## src/rtl/ecc_dpram_pkg.sv

```systemverilog
package ecc_dpram_pkg;

  // Read-during-write result a port returns for its own write.
  typedef enum logic {
    RDW_NEW_DATA = 1'b0,
    RDW_OLD_DATA = 1'b1
  } rdw_mode_e;

  // Number of Hamming check bits needed for a given data width.
  function automatic int check_bits(input int dw);
    int p;
    p = 0;
    while ((1 << p) < dw + p + 1) p++;
    return p;
  endfunction

endpackage

```

## src/rtl/secded_enc.sv

```systemverilog
module secded_enc #(
  parameter int DATA_W = 8,
  localparam int PB = ecc_dpram_pkg::check_bits(DATA_W),
  localparam int CW = DATA_W + PB + 1
) (
  input  logic              clk,
  input  logic              rst_n,
  input  logic [DATA_W-1:0] data_i,
  output logic [CW-1:0]     code_o
);

  function automatic logic [CW-1:0] build(input logic [DATA_W-1:0] d);
    logic [CW-1:0] c;
    logic          par;
    int            k;
    c = '0;
    k = 0;
    for (int pos = 1; pos < CW; pos++) begin
      if ((pos & (pos - 1)) != 0) begin
        c[pos] = d[k];
        k++;
      end
    end
    for (int p = 0; p < PB; p++) begin
      par = 1'b0;
      for (int pos = 1; pos < CW; pos++)
        if (((pos >> p) & 1) == 1) par = par ^ c[pos];
      c[1 << p] = par;
    end
    c[0] = ^c;
    return c;
  endfunction

  always_ff @(posedge clk) begin
    if (!rst_n) code_o <= '0;
    else        code_o <= build(data_i);
  end

  // every codeword leaving the encoder has even overall parity
  p_even_parity_r1: assert property (@(posedge clk) disable iff (!rst_n)
    (^code_o) == 1'b0);

endmodule

```

## src/rtl/secded_dec.sv

```systemverilog
module secded_dec #(
  parameter int DATA_W = 8,
  localparam int PB = ecc_dpram_pkg::check_bits(DATA_W),
  localparam int CW = DATA_W + PB + 1
) (
  input  logic              clk,
  input  logic              rst_n,
  input  logic [CW-1:0]     code_i,
  output logic [DATA_W-1:0] data_o,
  output logic              sec_o,
  output logic              ded_o
);

  int                syn;
  int                k;
  logic              ovr;
  logic [CW-1:0]     fixed;
  logic [DATA_W-1:0] d_c;
  logic              sec_c;
  logic              ded_c;

  always_comb begin
    syn = 0;
    for (int pos = 1; pos < CW; pos++)
      if (code_i[pos]) syn = syn ^ pos;
    ovr   = ^code_i;
    fixed = code_i;
    sec_c = 1'b0;
    ded_c = 1'b0;
    if (ovr) begin
      if (syn < CW) begin
        fixed[syn] = ~fixed[syn];
        sec_c      = 1'b1;
      end else begin
        ded_c = 1'b1;
      end
    end else if (syn != 0) begin
      ded_c = 1'b1;
    end
    k   = 0;
    d_c = '0;
    for (int pos = 1; pos < CW; pos++) begin
      if ((pos & (pos - 1)) != 0) begin
        d_c[k] = fixed[pos];
        k++;
      end
    end
  end

  always_ff @(posedge clk) begin
    if (!rst_n) begin
      data_o <= '0;
      sec_o  <= 1'b0;
      ded_o  <= 1'b0;
    end else begin
      data_o <= d_c;
      sec_o  <= sec_c;
      ded_o  <= ded_c;
    end
  end

  // corrected and uncorrectable are mutually exclusive
  p_flags_excl_r7: assert property (@(posedge clk) disable iff (!rst_n)
    !(sec_o && ded_o));

endmodule

```

## src/rtl/dp_code_array.sv

```systemverilog
module dp_code_array #(
  parameter int CW    = 13,
  parameter int DEPTH = 16,
  parameter ecc_dpram_pkg::rdw_mode_e RDW_A = ecc_dpram_pkg::RDW_NEW_DATA,
  parameter ecc_dpram_pkg::rdw_mode_e RDW_B = ecc_dpram_pkg::RDW_OLD_DATA,
  localparam int AW = $clog2(DEPTH)
) (
  input  logic                 clk,
  input  logic                 rst_n,
  input  logic [1:0]           we_i,
  input  logic [1:0][AW-1:0]   addr_i,
  input  logic [1:0][CW-1:0]   wd_i,
  output logic [1:0][CW-1:0]   rd_o,
  input  logic                 flip_en_i,
  input  logic [AW-1:0]        flip_addr_i,
  input  logic [CW-1:0]        flip_mask_i
);

  localparam ecc_dpram_pkg::rdw_mode_e MODE [2] = '{RDW_A, RDW_B};

  logic [CW-1:0]           mem [DEPTH];
  logic [1:0]              we_q;
  logic [1:0][AW-1:0]      addr_q;
  logic [1:0][CW-1:0]      wd_q;

  // Registered write-side inputs
  always_ff @(posedge clk) begin
    if (!rst_n) begin
      we_q   <= '0;
      addr_q <= '0;
      wd_q   <= '0;
    end else begin
      we_q   <= we_i;
      addr_q <= addr_i;
      wd_q   <= wd_i;
    end
  end

  // Storage: port A write wins over B, any write wins over debug flip
  always_ff @(posedge clk) begin
    for (int w = 0; w < DEPTH; w++) begin
      if (we_q[0] && addr_q[0] == AW'(w))
        mem[w] <= wd_q[0];
      else if (we_q[1] && addr_q[1] == AW'(w))
        mem[w] <= wd_q[1];
      else if (flip_en_i && flip_addr_i == AW'(w))
        mem[w] <= mem[w] ^ flip_mask_i;
    end
  end

  // Registered read per port; the mode picks the self read-during-write result
  for (genvar p = 0; p < 2; p++) begin : g_port
    if (MODE[p] == ecc_dpram_pkg::RDW_NEW_DATA) begin : g_new
      always_ff @(posedge clk) begin
        if (!rst_n)       rd_o[p] <= '0;
        else if (we_q[p]) rd_o[p] <= wd_q[p];
        else              rd_o[p] <= mem[addr_q[p]];
      end

      // a self-writing new-data port returns what it wrote
      p_self_new_r3: assert property (@(posedge clk) disable iff (!rst_n)
        we_q[p] |=> rd_o[p] == $past(wd_q[p]));
    end else begin : g_old
      always_ff @(posedge clk) begin
        if (!rst_n) rd_o[p] <= '0;
        else        rd_o[p] <= mem[addr_q[p]];
      end
    end
  end

  // both ports writing one word in one cycle is forbidden
  p_write_clash_r8: assert property (@(posedge clk) disable iff (!rst_n)
    !(we_q[0] && we_q[1] && addr_q[0] == addr_q[1]));

endmodule

```

## src/rtl/ecc_dpram.sv

```systemverilog
module ecc_dpram #(
  parameter int DATA_W = 8,
  parameter int DEPTH  = 16,
  localparam int AW = $clog2(DEPTH),
  localparam int CW = DATA_W + ecc_dpram_pkg::check_bits(DATA_W) + 1
) (
  input  logic              clk,
  input  logic              rst_n,
  input  logic [AW-1:0]     a_addr,
  input  logic              a_we,
  input  logic [DATA_W-1:0] a_wdata,
  output logic [DATA_W-1:0] a_rdata,
  output logic              a_sec,
  output logic              a_ded,
  input  logic [AW-1:0]     b_addr,
  input  logic              b_we,
  input  logic [DATA_W-1:0] b_wdata,
  output logic [DATA_W-1:0] b_rdata,
  output logic              b_sec,
  output logic              b_ded,
  input  logic              dbg_flip_en,
  input  logic [AW-1:0]     dbg_flip_addr,
  input  logic [CW-1:0]     dbg_flip_mask
);

  logic [1:0]              we_in;
  logic [1:0][AW-1:0]      addr_in;
  logic [1:0][DATA_W-1:0]  wdata_in;
  logic [1:0]              we_s1;
  logic [1:0][AW-1:0]      addr_s1;
  logic [1:0][CW-1:0]      code_s1;
  logic [1:0][CW-1:0]      code_rd;
  logic [1:0][DATA_W-1:0]  rdata_out;
  logic [1:0]              sec_out;
  logic [1:0]              ded_out;

  assign we_in    = {b_we, a_we};
  assign addr_in  = {b_addr, a_addr};
  assign wdata_in = {b_wdata, a_wdata};

  // Control travels beside the encoder stage so it meets its codeword
  always_ff @(posedge clk) begin
    if (!rst_n) begin
      we_s1   <= '0;
      addr_s1 <= '0;
    end else begin
      we_s1   <= we_in;
      addr_s1 <= addr_in;
    end
  end

  for (genvar p = 0; p < 2; p++) begin : g_path
    secded_enc #(.DATA_W(DATA_W)) u_enc (
      .clk    (clk),
      .rst_n  (rst_n),
      .data_i (wdata_in[p]),
      .code_o (code_s1[p])
    );
    secded_dec #(.DATA_W(DATA_W)) u_dec (
      .clk    (clk),
      .rst_n  (rst_n),
      .code_i (code_rd[p]),
      .data_o (rdata_out[p]),
      .sec_o  (sec_out[p]),
      .ded_o  (ded_out[p])
    );
  end

  dp_code_array #(
    .CW    (CW),
    .DEPTH (DEPTH),
    .RDW_A (ecc_dpram_pkg::RDW_NEW_DATA),
    .RDW_B (ecc_dpram_pkg::RDW_OLD_DATA)
  ) u_array (
    .clk         (clk),
    .rst_n       (rst_n),
    .we_i        (we_s1),
    .addr_i      (addr_s1),
    .wd_i        (code_s1),
    .rd_o        (code_rd),
    .flip_en_i   (dbg_flip_en),
    .flip_addr_i (dbg_flip_addr),
    .flip_mask_i (dbg_flip_mask)
  );

  assign a_rdata = rdata_out[0];
  assign a_sec   = sec_out[0];
  assign a_ded   = ded_out[0];
  assign b_rdata = rdata_out[1];
  assign b_sec   = sec_out[1];
  assign b_ded   = ded_out[1];

endmodule

```

## config.mk

```make
export PLATFORM = sky130hd
export DESIGN_NAME = ecc_dpram
export DESIGN_NICKNAME = d
export VERILOG_FILES = /design/src/rtl/ecc_dpram_pkg.sv /design/src/rtl/secded_enc.sv /design/src/rtl/secded_dec.sv /design/src/rtl/dp_code_array.sv /design/src/rtl/ecc_dpram.sv
export SDC_FILE = /design/constraint.sdc
export NUM_CORES = 1
export LEC_CHECK = 0
export ABC_CLOCK_PERIOD_IN_PS = 3170
export BUFFER_PORTS_ARGS = -buffer_cell sky130_fd_sc_hd__clkbuf_2
export CAP_MARGIN = 5
export CORE_AREA = 2 2 271 273
export CTS_BUF_LIST = sky130_fd_sc_hd__clkbuf_8
export CTS_CLUSTER_SIZE = 8
export DETAILED_ROUTE_END_ITERATION = 7
export DIE_AREA = 0 0 273 275
export GPL_TIMING_DRIVEN = 0
export SLEW_MARGIN = 10
export SYNTH_ARGS = -nofsm -noshare
export SYNTH_HDL_FRONTEND = slang
export SYNTH_HIERARCHICAL = 1
export SYNTH_SLANG_ARGS = --single-unit
```

## constraint.sdc

```tcl
create_clock -name clk -period 3.17 [get_ports clk]
set_clock_uncertainty 0.1 [all_clocks]
set_input_delay 0.317 -clock clk [delete_from_list [all_inputs] [get_ports clk]]
set_output_delay 0.317 -clock clk [all_outputs]
set_load 0.01 [all_outputs]
```

# [After elaboration in Yosys (flattened, before gate mapping)]
# Memory sizes are Yosys's and may differ from the RTL's. A register that Yosys moved wholly into a read port is not among the register bits.
# Cells that the tools add are included.
[totals] input_bits=46 mem_count=1 out_inout_bits=20 mem_bits_rw=208 ff_bits=105
[memory_table] memory="u_array.mem" words=16 word_bits=13 rd=18 rd_ports_with_merged_regs=2 write_ports=16 line_no="dp_code_array.sv:21" source="logic [CW-1:0] mem [DEPTH];"
[classes] magnitude_cmp=13 reduce_logical=62 n_addsub=6 bitwise=106 n_eq_ne=45 muxes=326
[ops] cell="$mux W13" count=37
[ops] cell="$mux W1" count=239
[ops] cell="$lt A32 B5 Y1 const B" count=7
[ops] cell="$mux W32" count=7
[ops] cell="$xor A13 B13 Y13" count=16
[ops] cell="$add A32 B2 Y32 const B" count=6
[ops] cell="$eq A4 B4 Y1 const B" count=24
[ops] cell="$reduce_bool A32 Y1" count=2
[ops] cell="$reduce_xor A13 Y1" count=4
[ops] cell="$logic_and A1 B1 Y1" count=50
[ops] cell="$eq A4 B3 Y1 const B" count=12
[ops] cell="$mux W4" count=11
[ops] cell="$bmux W1 S3" count=14
[ops] cell="$xor A1 B1 Y1" count=34
[ops] cell="$or A1 B1 Y1" count=32
[ops] cell="$bwmux W13" count=2
[ops] cell="$eq A4 B2 Y1 const B" count=6
[ops] cell="$mux W3" count=8
[ops] cell="$not A2 Y2" count=12
[ops] cell="$eq A4 B1 Y1 const B" count=3
[ops] cell="$logic_not A4 Y1" count=3
[ops] cell="$not A3 Y3" count=4
[ops] cell="$lt A4 B5 Y1 const B" count=2
[ops] cell="$bmux W1 S4" count=2
[ops] cell="8 further kinds" count=21

# [Logic depth before layout (Yosys ltp)]
# Gate-level depths: netlist of run 1.
[depth] word_depth=27 mapped_depth=8 depth_no_buf=6

# [Modules after synthesis]
# The synthesis of run 1 kept the hierarchy.
[modules_own_cells] module="dp_code_array" area_per_inst_um2=18541.5 instances=1 cells_each=1528 seq_area_each_um2=7487.2
[modules_own_cells] module="secded_dec at g_path[1].u_dec" area_per_inst_um2=882.1 instances=1 cells_each=102 seq_area_each_um2=200.2
[modules_own_cells] module="secded_dec at g_path[0].u_dec" area_per_inst_um2=823.3 instances=1 cells_each=93 seq_area_each_um2=200.2
[modules_own_cells] module="secded_enc at g_path[0].u_enc" area_per_inst_um2=495.5 instances=1 cells_each=39 seq_area_each_um2=260.2
[modules_own_cells] module="secded_enc at g_path[1].u_enc" area_per_inst_um2=488.0 instances=1 cells_each=38 seq_area_each_um2=260.2
[modules_own_cells] module="ecc_dpram" area_per_inst_um2=262.8 instances=1 cells_each=20 seq_area_each_um2=200.2

# [Least setup slack after synthesis of run 1]
# OpenSTA, ideal clock, no wires.
[synth_timing] path_kind="reg2reg" startpoint="register u_array/addr_q[0] (netlist bit)" endpoint="memory u_array.mem[8][0] (enable)" arrival_ps=1810 period_less_slack_ps=2279 slack_ps=891 stages_incl_launch_ff=7 n_path_buf=3 t_required_ps=2701 cell_sequence="dfxtp_1 -> buf_6 -> or3b_1 -> buf_6 -> nor2_2 -> clkbuf_1 -> nand3b_1"
[synth_rtl] item="from (decl)" line_no="dp_code_array.sv:23" source="logic [1:0][AW-1:0] addr_q;"
[synth_rtl] item="from (signal assigned)" line_no="dp_code_array.sv:34" source="addr_q <= addr_i;"
[synth_rtl] item="to (decl)" line_no="dp_code_array.sv:21"

==> results of run 1 <==
[worst max-delay path, cell delays in order, from the launching register on]
cell and delay [ps]:
dfxtp_1 590, buf_2 380, buf_2 400, nand3b_1 460, o22ai_1 500, nor3_1 100, a21oi_1 420
[power by group through the flow]
| stage | registers, µW | clock network, µW | logic [µW] |
|---|---|---|---|
| after floorplan | 4840 | 0 | 1250 |
| after global placement | 4880 | 0 | 1680 |
| after detailed placement | 4880 | 0 | 1730 |
| after CTS | 4790 | 4640 | 1770 |
| after global routing | 4800 | 4800 | 1920 |
| final | 4790 | 4510 | 1790 |
[worst paths after layout]
path / start / endpoint / slack, ps / cells after the start
setup reg to reg: u_array/addr_q[3] / u_array/rd_o[6] / 30 / 6
hold reg to reg: g_path[0].u_enc/code_o[11] / u_array/wd_q[11] / 330 / 1
hold / removal: dbg_flip_addr[1] / u_array/mem[7][0] / 150 / 4
setup / recovery: u_array/addr_q[3] / u_array/rd_o[6] / 30 / 6
[registers in the layout, indices dropped and copies added (netlist names)]
signal / cells
u_array/wd_q: 26
u_array/we_q: 2
u_array/rd_o: 26
g_path.u_dec/sec_o: 2
g_path.u_dec/data_o: 16
u_array/addr_q: 8
g_path.u_dec/ded_o: 2
g_path.u_enc/code_o: 26
addr_s1: 8
we_s1: 2
u_array/mem: 208
[timing repair]
action / CTS / global route
buffers inserted: 0 / 0
hold buffers: 26 / 0
endpoints found under the hold margin: 34 / 0
[layout make-up]
type	count	area (µm²)
timing repair buffer	78	520
sequential	326	8610
tap	959	1200
antenna	1	2.50
clock buffer	80	1100
clock inverter	32	245
buffer	176	891
multi-input combinational	1314	12000
fill	7234	47800
inverter	4	15.0
[stage by stage]
stage | utilization [%] | hold slack, ps
6_report | 34.0 | 148
3_5_place_dp | 31.7 | 315
4_1_cts | 34.0 | 110
5_1_grt | 34.0 | 188
3_3_place_gp | 31.7 | 314
2_1_floorplan | - | 306
[Yosys cell counts, types with 3 or more instances]
cell | number | area, µm²
xnor2_2 | 9 | 146
nor3_1 | 33 | 165
mux4_2 | 65 | 1460
o2111ai_2 | 3 | 45.0
o211ai_1 | 3 | 22.5
buf_6 | 12 | 135
a41o_1 | 4 | 40.0
xor2_1 | 19 | 166
buf_4 | 23 | 173
dfxtp_1 | 118 | 2360
nor3b_1 | 3 | 22.5
nor2_2 | 3 | 18.8
a2bb2oi_1 | 8 | 70.1
and3_1 | 3 | 18.8
and3b_1 | 4 | 35.0
o211a_1 | 3 | 30.0
a22oi_1 | 14 | 105
nand3_1 | 30 | 150
xnor3_1 | 5 | 113
or3b_2 | 4 | 35.0
and2_1 | 69 | 432
a21oi_1 | 24 | 120
nor2b_1 | 8 | 50.1
o22a_1 | 13 | 114
edfxtp_1 | 208 | 6250
o22ai_1 | 41 | 257
inv_1 | 4 | 15.0
buf_2 | 34 | 170
mux2i_1 | 472 | 4720
buf_1 | 6 | 22.5
a31oi_1 | 27 | 169
a221oi_1 | 5 | 43.8
nand3b_1 | 7 | 52.6
nand2_1 | 55 | 206
o21ai_0 | 22 | 110
nor2_1 | 31 | 116
o211ai_2 | 6 | 75.1
clkbuf_1 | 99 | 372
nand2b_1 | 25 | 156
xnor2_1 | 244 | 2140
[cells in the final DEF, fill, tap and decap left out, types with 9 or more instances in the layout]
master,n
dlygate4sd3_1,26
inv_1,20
o22a_1,13
clkbuf_1,99
a22oi_1,14
xor2_1,19
nor3_1,33
xnor2_1,244
nand2b_1,25
mux4_2,65
clkbuf_2,53
mux2i_1,472
edfxtp_1,208
nor2_1,31
nand2_1,55
clkbuf_8,81
o22ai_1,41
a21oi_1,24
and2_1,69
buf_4,23
a31oi_1,27
nand3_1,30
xnor2_2,9
buf_2,34
dfxtp_1,118
buf_6,12
o21ai_0,22
[cells by family (layout without fill, tap and decap cells)]
kind of cell               after synthesis  after routing  share of synthesized area [%]
buffers and inverters                  180            370                           4.21
other                                    0              1                              0
and+or+nand+nor                        298            298                           7.71
adders and majority gates                1              1                         0.0466
muxes                                  537            537                           28.8
DFF                                    326            326                           40.1
xor gates and xnor gates               281            281                           12.3
AOI/OAI and AO/OA                      197            197                           6.89
[routing by layer]
layer | share of wire, % | track usage (%)
met5 | 0.030 | 0
met3 | 9.2 | 3.65
met4 | 2.3 | 5.48
met1 | 42 | 26.0
met2 | 46 | 31.3
==> reports/results.txt, run 1 <==
Worst vdd rail ir drop: 0.319 mV
Min cycle time layout: 3140 ps
DP HPWL: 55,700 µm
Root Buffer: clkbuf_8
YS warnings: 6
Placed cells: 2,831
Clock Latency Late Sink: 710 ps
Largest net degree at the start of global routing: 36
Drt first pass iters: 6
Main flop type after synthesis: edfxtp_1
GRT Residual Overflow: 0
WP data required: 3600 ps
RSZ-0062 raised after global routing: false
GRT Total Usage: 19.2%
TritonCTS clock tree: yes
Resize count post-CTS: 0
H-tree depth: 2
Sequential fraction of the synthesis area: 40.1%
Syn Inst Count: 1,820
Seq pwr share: 43.2%
Int Pwr: 7930 µW
Psw: 3160 µW
Clock transition at path regs: 70 ps
Fin area: 24,600 µm²
Combinational share of power: 16.1%
Post-Syn Nets: 1,866
CTS sink count: 326
First DRT Iteration DRCs: 1,583
EDFF count, synth: 208
Vias in the first global route: 15,900
Worst slack, placed: 271 ps
Vias/cell: 5.36
Number of distinct library cells after synthesis: 79
Run status: finished clean
Average size of a mapped cell: 11.8 µm²
Fmax: 0.318 GHz
Fraction of registers with async set/reset: 0%
Total negative slack: 0 ps
Chip width: 273 µm
Relative slew slack: 28.8%
Port buffer count: 52
Final #Nets: 2,005
Gpl congestion: 0.972
Vias: 15,900
Antenna violation net count after detailed routing: 0
Final Hold Vio Count: 0
Crit path kind: reg2reg
CP max FO: 10
First-pass GRT wire length: 107,000 µm
Die ar.: 75,100 µm²
Crit path capture type: flop
Core outline area: 72,300 µm²
Max_cap viols: 0
Wire per inst: 24.8 µm
Routed Wire Length: 73,700 µm
Final worst slack: 29.9 ps
Area grow syn2layout: 14.3%
Seq cells post-synth: 326
Hold Crit Class: in2reg
Synth Cell Area: 21,500 µm²
Clk pwr share: 40.6%
Ports: 66
Pleak: 0.00900 µW
DR DRC count: 0
Pwr/cell area: 451 nW/µm²
Initial antenna violation count: 3
Die height: 275 µm
Arrival @ worst endpoint: 3570 ps
Switching share of power: 28.5%
CTS Buffer Depth: 3
Cts bufs inserted: 59
Startpoint Class: flop
Core Rows: 99
Slew @ Worst Pin: 1070 ps
Slew Viols, Final: 0
Final Non-Filler Cells: 2,970
Final Total Pwr: 11,100 µW
Initial Util: 29.7%
Layout cells sized above 1: 16.6%
Final number of setup-violating endpoints: 0
Placed Instance Area: 23,000 µm²
Period utilization: 99.1%
(Power assumes the default switching activity.)
==> run 2, diff against run 1 <==
- CORE_AREA: 2 2 271 273 -> 2 2 230 322
- DIE_AREA: 0 0 273 275 -> 0 0 232 324
==> reports/results.txt, run 2 (same netlist as run 1, synthesis figures left out) <==
Resize count post-CTS: 0 (unchanged)
Relative slew slack: 31.1% (+2.2 points)
H-tree depth: 2 (unchanged)
Startpoint Class: flop
Core Rows: 117 (+18%)
Pleak: 0.00895 µW (-0.58%)
Worst vdd rail ir drop: 0.284 mV (-11%)
Int Pwr: 7590 µW (-4.2%)
Final Hold Vio Count: 0 (unchanged)
Clock transition at path regs: 60 ps (about the same)
Filler cells: 7,265 (+0.43%)
Vias: 15,900 (-0.31%)
Clk pwr share: 38.7% (-1.9 points)
Port buffer count: 52 (unchanged)
Run status: finished clean
WP data required: 3610 ps (about the same)
Slew Viols, Final: 0 (unchanged)
Wire per inst: 25.8 µm (+3.8%)
Largest register FFs: 208 (unchanged)
Total setup buffers inserted after CTS: 0 (unchanged)
Final hold slack: 191 ps (+42.7 ps)
Period utilization: 97.6% (-1.4 points)
GRT Total Usage: 20.0% (+0.79 points)
DP HPWL: 59,400 µm (+6.6%)
CP max FO: 10 (unchanged)
Pwr/cell area: 440 nW/µm² (-2.6%)
TritonCTS clock tree: yes
Worst reg2reg path depth: 6 (unchanged)
Reg2Reg Capture Point: u_array/rd_o[6]
Psw: 3140 µW (-0.58%)
Seq pwr share: 44.7% (+1.5 points)
Cell chain of the critical path: buf_2 -> buf_2 -> nand3b_1 -> o22ai_1 -> nor3_1 -> a21oi_1
First-pass GRT wire length: 110,000 µm (+2.9%)
Hold depth: 3 (-1)
Crit path capture type: flop
Cts bufs inserted: 57 (-3.4%)
Arrival @ worst endpoint: 3540 ps (-30 ps)
CTS Buffer Depth: 3 (unchanged)
Final #Nets: 2,003 (-0.10%)
Core outline area: 72,500 µm² (+0.17%)
Most frequent cells in the layout: 472 x mux2i_1, 244 x xnor2_1, 208 x edfxtp_1
Fmax: 0.323 GHz (+1.5%)
Vias/cell: 5.36 (about the same)
Slowest cell on the critical path: dfxtp_1
Largest Register: u_array/mem
Max_cap viols: 0 (unchanged)
Combinational share of power: 16.6% (+0.5 points)
Area grow syn2layout: 13.6%
Die height: 324 µm (+18%)
Hold Crit Class: in2reg
Hold path start: dbg_flip_mask[0]
Initial Util: 29.7% (-0.051 points)
RSZ-0062 raised after global routing: false
First DRT Iteration DRCs: 1,367 (-14%)
Gpl congestion: 0.961 (-1.2%)
Min cycle time layout: 3090 ps (-45.3 ps)
CTS sink count: 326 (unchanged)
Total negative slack: 0 ps (unchanged)
GRT Residual Overflow: 0 (unchanged)
Switching share of power: 29.3% (+0.76 points)
Clock Latency Late Sink: 700 ps (about the same)
Antenna violation net count after detailed routing: 0 (unchanged)
Root Buffer: clkbuf_8
DR DRC count: 0 (unchanged)
Initial antenna violation count: 2 (-1)
Largest net degree at the start of global routing: 36 (unchanged)
Final number of setup-violating endpoints: 0 (unchanged)
Most frequent CP cell: buf_2
Die ar.: 75,200 µm² (+0.12%)
Flop2flop setup slack: 80 ps (+50 ps)
Worst Hold End: u_array/mem[13][0]
Ports: 66 (unchanged)
Slew @ Worst Pin: 1030 ps (-33.7 ps)
Chip width: 232 µm (-15%)
Commonest non-fill, non-tap cell in the layout: mux2i_1
Drt first pass iters: 5 (-1)
Routed Wire Length: 76,200 µm (+3.5%)
Vias in the first global route: 16,600 (+4.4%)
FF-to-FF Start: u_array/addr_q[3]
Crit path kind: reg2reg
Layout cells sized above 1: 16.2% (-0.37 points)
Largest stage delay, worst path: 590 ps (about the same)
## run 2: cell count changes in the layout (fill, tap and decap cells not counted)
| cell | change |
|---|---|
| inv_1 | +6 |
| clkbuf_8 | -6 |
| bufinv_16 | -2 |
| clkinvlp_4 | +1 |
| clkinv_1 | -2 |
| inv_16 | -1 |
## run 2: area by class of cell
type / instances / area [µm²] / area share [%]
multi-input combinational: 1314 / 12000 / 49.1
sequential: 326 / 8610 / 35.3
tap: 952 / 1190 / 4.88
clock buffer: 74 / 1020 / 4.17
buffer: 176 / 891 / 3.65
timing repair buffer: 78 / 520 / 2.13
clock inverter: 34 / 188 / 0.769
inverter: 4 / 15.0 / 0.0615
antenna: 1 / 2.50 / 0.0103
## run 2: worst max-delay path by stage
stage / startpoint / to / depth (start not counted)
detailed placement: u_array/addr_q[1] / u_array/mem[8][5] / 6
global placement: u_array/addr_q[7] / u_array/mem[8][6] / 5
finish: u_array/addr_q[3] / u_array/rd_o[6] / 6
floorplan: u_array/addr_q[0] / u_array/mem[8][0] / 6
CTS: u_array/addr_q[1] / u_array/mem[8][10] / 6
global route: u_array/addr_q[7] / u_array/mem[8][10] / 5
## run 2: power groups by stage
stage	logic [µW]	clock network [µW]	registers (µW)
finish	1780	4150	4800
floorplan	1250	0	4840
global route	1930	4440	4810
detailed placement	1740	0	4890
global placement	1700	0	4890
CTS	1780	4270	4800
## run 2: per-stage QoR
| step | instance area (µm²) | total power [µW] | std cells | setup slack [ps] | utilization, % |
|---|---|---|---|---|---|
| after floorplan | 21500 | 6100 | 1820 | 891 | - |
| after global placement | 22900 | 6580 | 2824 | 237 | 31.7 |
| after detailed placement | 22900 | 6630 | 2824 | 213 | 31.7 |
| after CTS | 24400 | 10800 | 2958 | 199 | 33.7 |
| after global routing | 24400 | 11200 | 2959 | 106 | 33.7 |
| final | 24400 | 10700 | 2959 | 75.2 | 33.7 |
## run 2: what timing repair did
item	CTS	global route
hold endpoints to repair	34	0
hold buffers	26	0
endpoints found under the setup margin	0	0
## run 2: routing by layer
layer	wire length (µm)	track usage, %	vias up	part of all wire, %
met5	0	0	-	0
met3	4880	3.06	249	6.4
met2	38900	36.5	787	51
li1	-	-	6999	-
met1	28000	22.2	7836	37
met4	4430	10.7	0	5.8
## run 2: critical path, delay by kind of cell (launching register included)
| family | cells | cell delay (ps) |
|---|---|---|
| compound gates | 2 | 860 |
| buf+inv | 2 | 780 |
| flops | 1 | 590 |
| simple gates | 2 | 590 |
==> run 3, diff against run 2 <==
- PLACE_DENSITY: not set -> 0.43
==> reports/results.txt, run 3 (same netlist as run 1, synthesis figures left out) <==
Initial Util: 29.7% (unchanged)
Slew Viols, Final: 0 (unchanged)
DP HPWL: 63,500 µm (+6.9%)
First-pass GRT wire length: 116,000 µm (+4.9%)
Total negative slack: 0 ps (unchanged)
Final Total Pwr: 11,000 µW (+2.4%)
Die ar.: 75,200 µm² (unchanged)
Clock Latency Late Sink: 690 ps (about the same)
Cts bufs inserted: 59 (+3.5%)
CTS Buffer Depth: 3 (unchanged)
Routed Wire Length: 81,500 µm (+6.9%)
Total setup buffers inserted after CTS: 0 (unchanged)
Reg2Reg Capture Point: u_array/rd_o[5]
Antenna violation net count after detailed routing: 0 (unchanged)
Max_cap viols: 0 (unchanged)
Clock transition at path regs: 60 ps (about the same)
GRT Total Usage: 21.6% (+1.6 points)
RSZ-0062 raised after global routing: false
Largest net degree at the start of global routing: 36 (unchanged)
Final #Nets: 2,005 (+0.10%)
Crit path kind: reg2reg
H-tree depth: 2 (unchanged)
Worst reg2reg path depth: 6 (unchanged)
Wire per inst: 27.5 µm (+6.8%)
Ports: 66 (unchanged)
Vias in the first global route: 16,100 (-3.2%)
Arrival @ worst endpoint: 3420 ps (-120 ps)
GRT Residual Overflow: 0 (unchanged)
Drt first pass iters: 5 (unchanged)
Placed Instance Area: 22,900 µm² (unchanged)
Core Rows: 117 (unchanged)
Chip width: 232 µm (unchanged)
Startpoint Class: flop
CP Launch Point: u_array/addr_q[3]
Area grow syn2layout: 14.0%
Final worst slack: 151 ps (+75.7 ps)
Min cycle time layout: 3020 ps (-75.7 ps)
Vias/cell: 5.19 (-3.2%)
Largest Register: u_array/mem
Layout Utilization: 33.8% (+0.12 points)
WP data required: 3570 ps (-40 ps)
DR DRC count: 0 (unchanged)
Fmax: 0.331 GHz (+2.5%)
Final number of setup-violating endpoints: 0 (unchanged)
Gpl congestion: 0.922 (-4.0%)
Most frequent cells in the layout: 472 x mux2i_1, 244 x xnor2_1, 208 x edfxtp_1
TritonCTS clock tree: yes
Worst vdd rail ir drop: 0.256 mV (-10%)
FF-to-FF Start: u_array/addr_q[3]
Period utilization: 95.2% (-2.4 points)
Crit path capture type: flop
Hold Crit Class: in2reg
Pleak: 0.00901 µW (+0.59%)
Largest register FFs: 208 (unchanged)
CTS sink count: 326 (unchanged)
CP max FO: 10 (unchanged)
CP Capture Point: u_array/rd_o[5]
Commonest non-fill, non-tap cell in the layout: mux2i_1
First DRT Iteration DRCs: 948 (-31%)
Run status: finished clean
Final Hold Vio Count: 0 (unchanged)
Fin area: 24,500 µm² (+0.37%)
Root Buffer: clkbuf_8
Die height: 324 µm (unchanged)
Slew @ Worst Pin: 1290 ps (+256 ps)
Initial antenna violation count: 2 (unchanged)
Pwr/cell area: 448 nW/µm² (+2.0%)
Worst slack, placed: 167 ps (-45.9 ps)
Vias: 15,400 (-3.0%)
Core outline area: 72,500 µm² (unchanged)
Flop2flop setup slack: 150 ps (+80 ps)
Resize count post-CTS: 0 (unchanged)
Relative slew slack: 14.0% (-17 points)
Layout cells sized above 1: 16.3% (+0.067 points)
Port buffer count: 52 (unchanged)
## run 3: critical path, cell delays in order, from the launching register on
cell,delay [ps]
dfxtp_1,510
buf_2,350
buf_2,380
nand3b_1,480
o22ai_1,420
nor3_1,90
a21oi_1,490
## run 3: area by class of cell
| type | count | area [µm²] |
|---|---|---|
| fillers | 7268 | 48000 |
| plain buffers | 176 | 891 |
| clock buffers | 78 | 1070 |
| flip-flops and latches | 326 | 8610 |
| inverters | 4 | 15.0 |
| repair buffers | 78 | 520 |
| multi-input cells | 1314 | 12000 |
| well taps | 952 | 1190 |
| diodes | 1 | 2.50 |
| clock inverters | 34 | 223 |
## run 3: routing by layer
| metal | share of wire, % | vias up | GRT usage, % |
|---|---|---|---|
| met3 | 4.5 | 142 | 2.85 |
| met4 | 3.5 | 2 | 8.43 |
| li1 | - | 7000 | - |
| met1 | 39 | 7729 | 24.6 |
| met2 | 53 | 515 | 40.4 |
| met5 | 0.0098 | - | 0 |
## run 3: report_power, final
group | switching [µW] | internal [µW]
logic | 1080 | 731
clock network | 1940 | 2440
registers | 118 | 4680
total | 3140 | 7850
## run 3: what timing repair did
action	in CTS	in global routing
hold endpoints to repair	33	0
endpoints found under the setup margin	0	2
hold buffers	26	0
## run 3: how the worst min path moves through the flow
stage | from | to | slack, ps | cells after the start
after floorplan | g_path[0].u_enc/code_o[11] | u_array/wd_q[11] | 310 | 1
after detailed placement | addr_s1[1] | u_array/addr_q[1] | 320 | 1
final | dbg_flip_addr[1] | u_array/mem[6][12] | 190 | 4
after global routing | dbg_flip_addr[1] | u_array/mem[6][1] | 190 | 4
after global placement | g_path[0].u_enc/code_o[2] | u_array/wd_q[2] | 320 | 1
after CTS | dbg_flip_addr[1] | u_array/mem[6][12] | 110 | 4
## run 3: through the flow
step	cells	hold slack, ps
2_1_floorplan	1820	306
6_report	2963	190
5_1_grt	2963	193
3_3_place_gp	2824	317
4_1_cts	2962	110
3_5_place_dp	2824	319
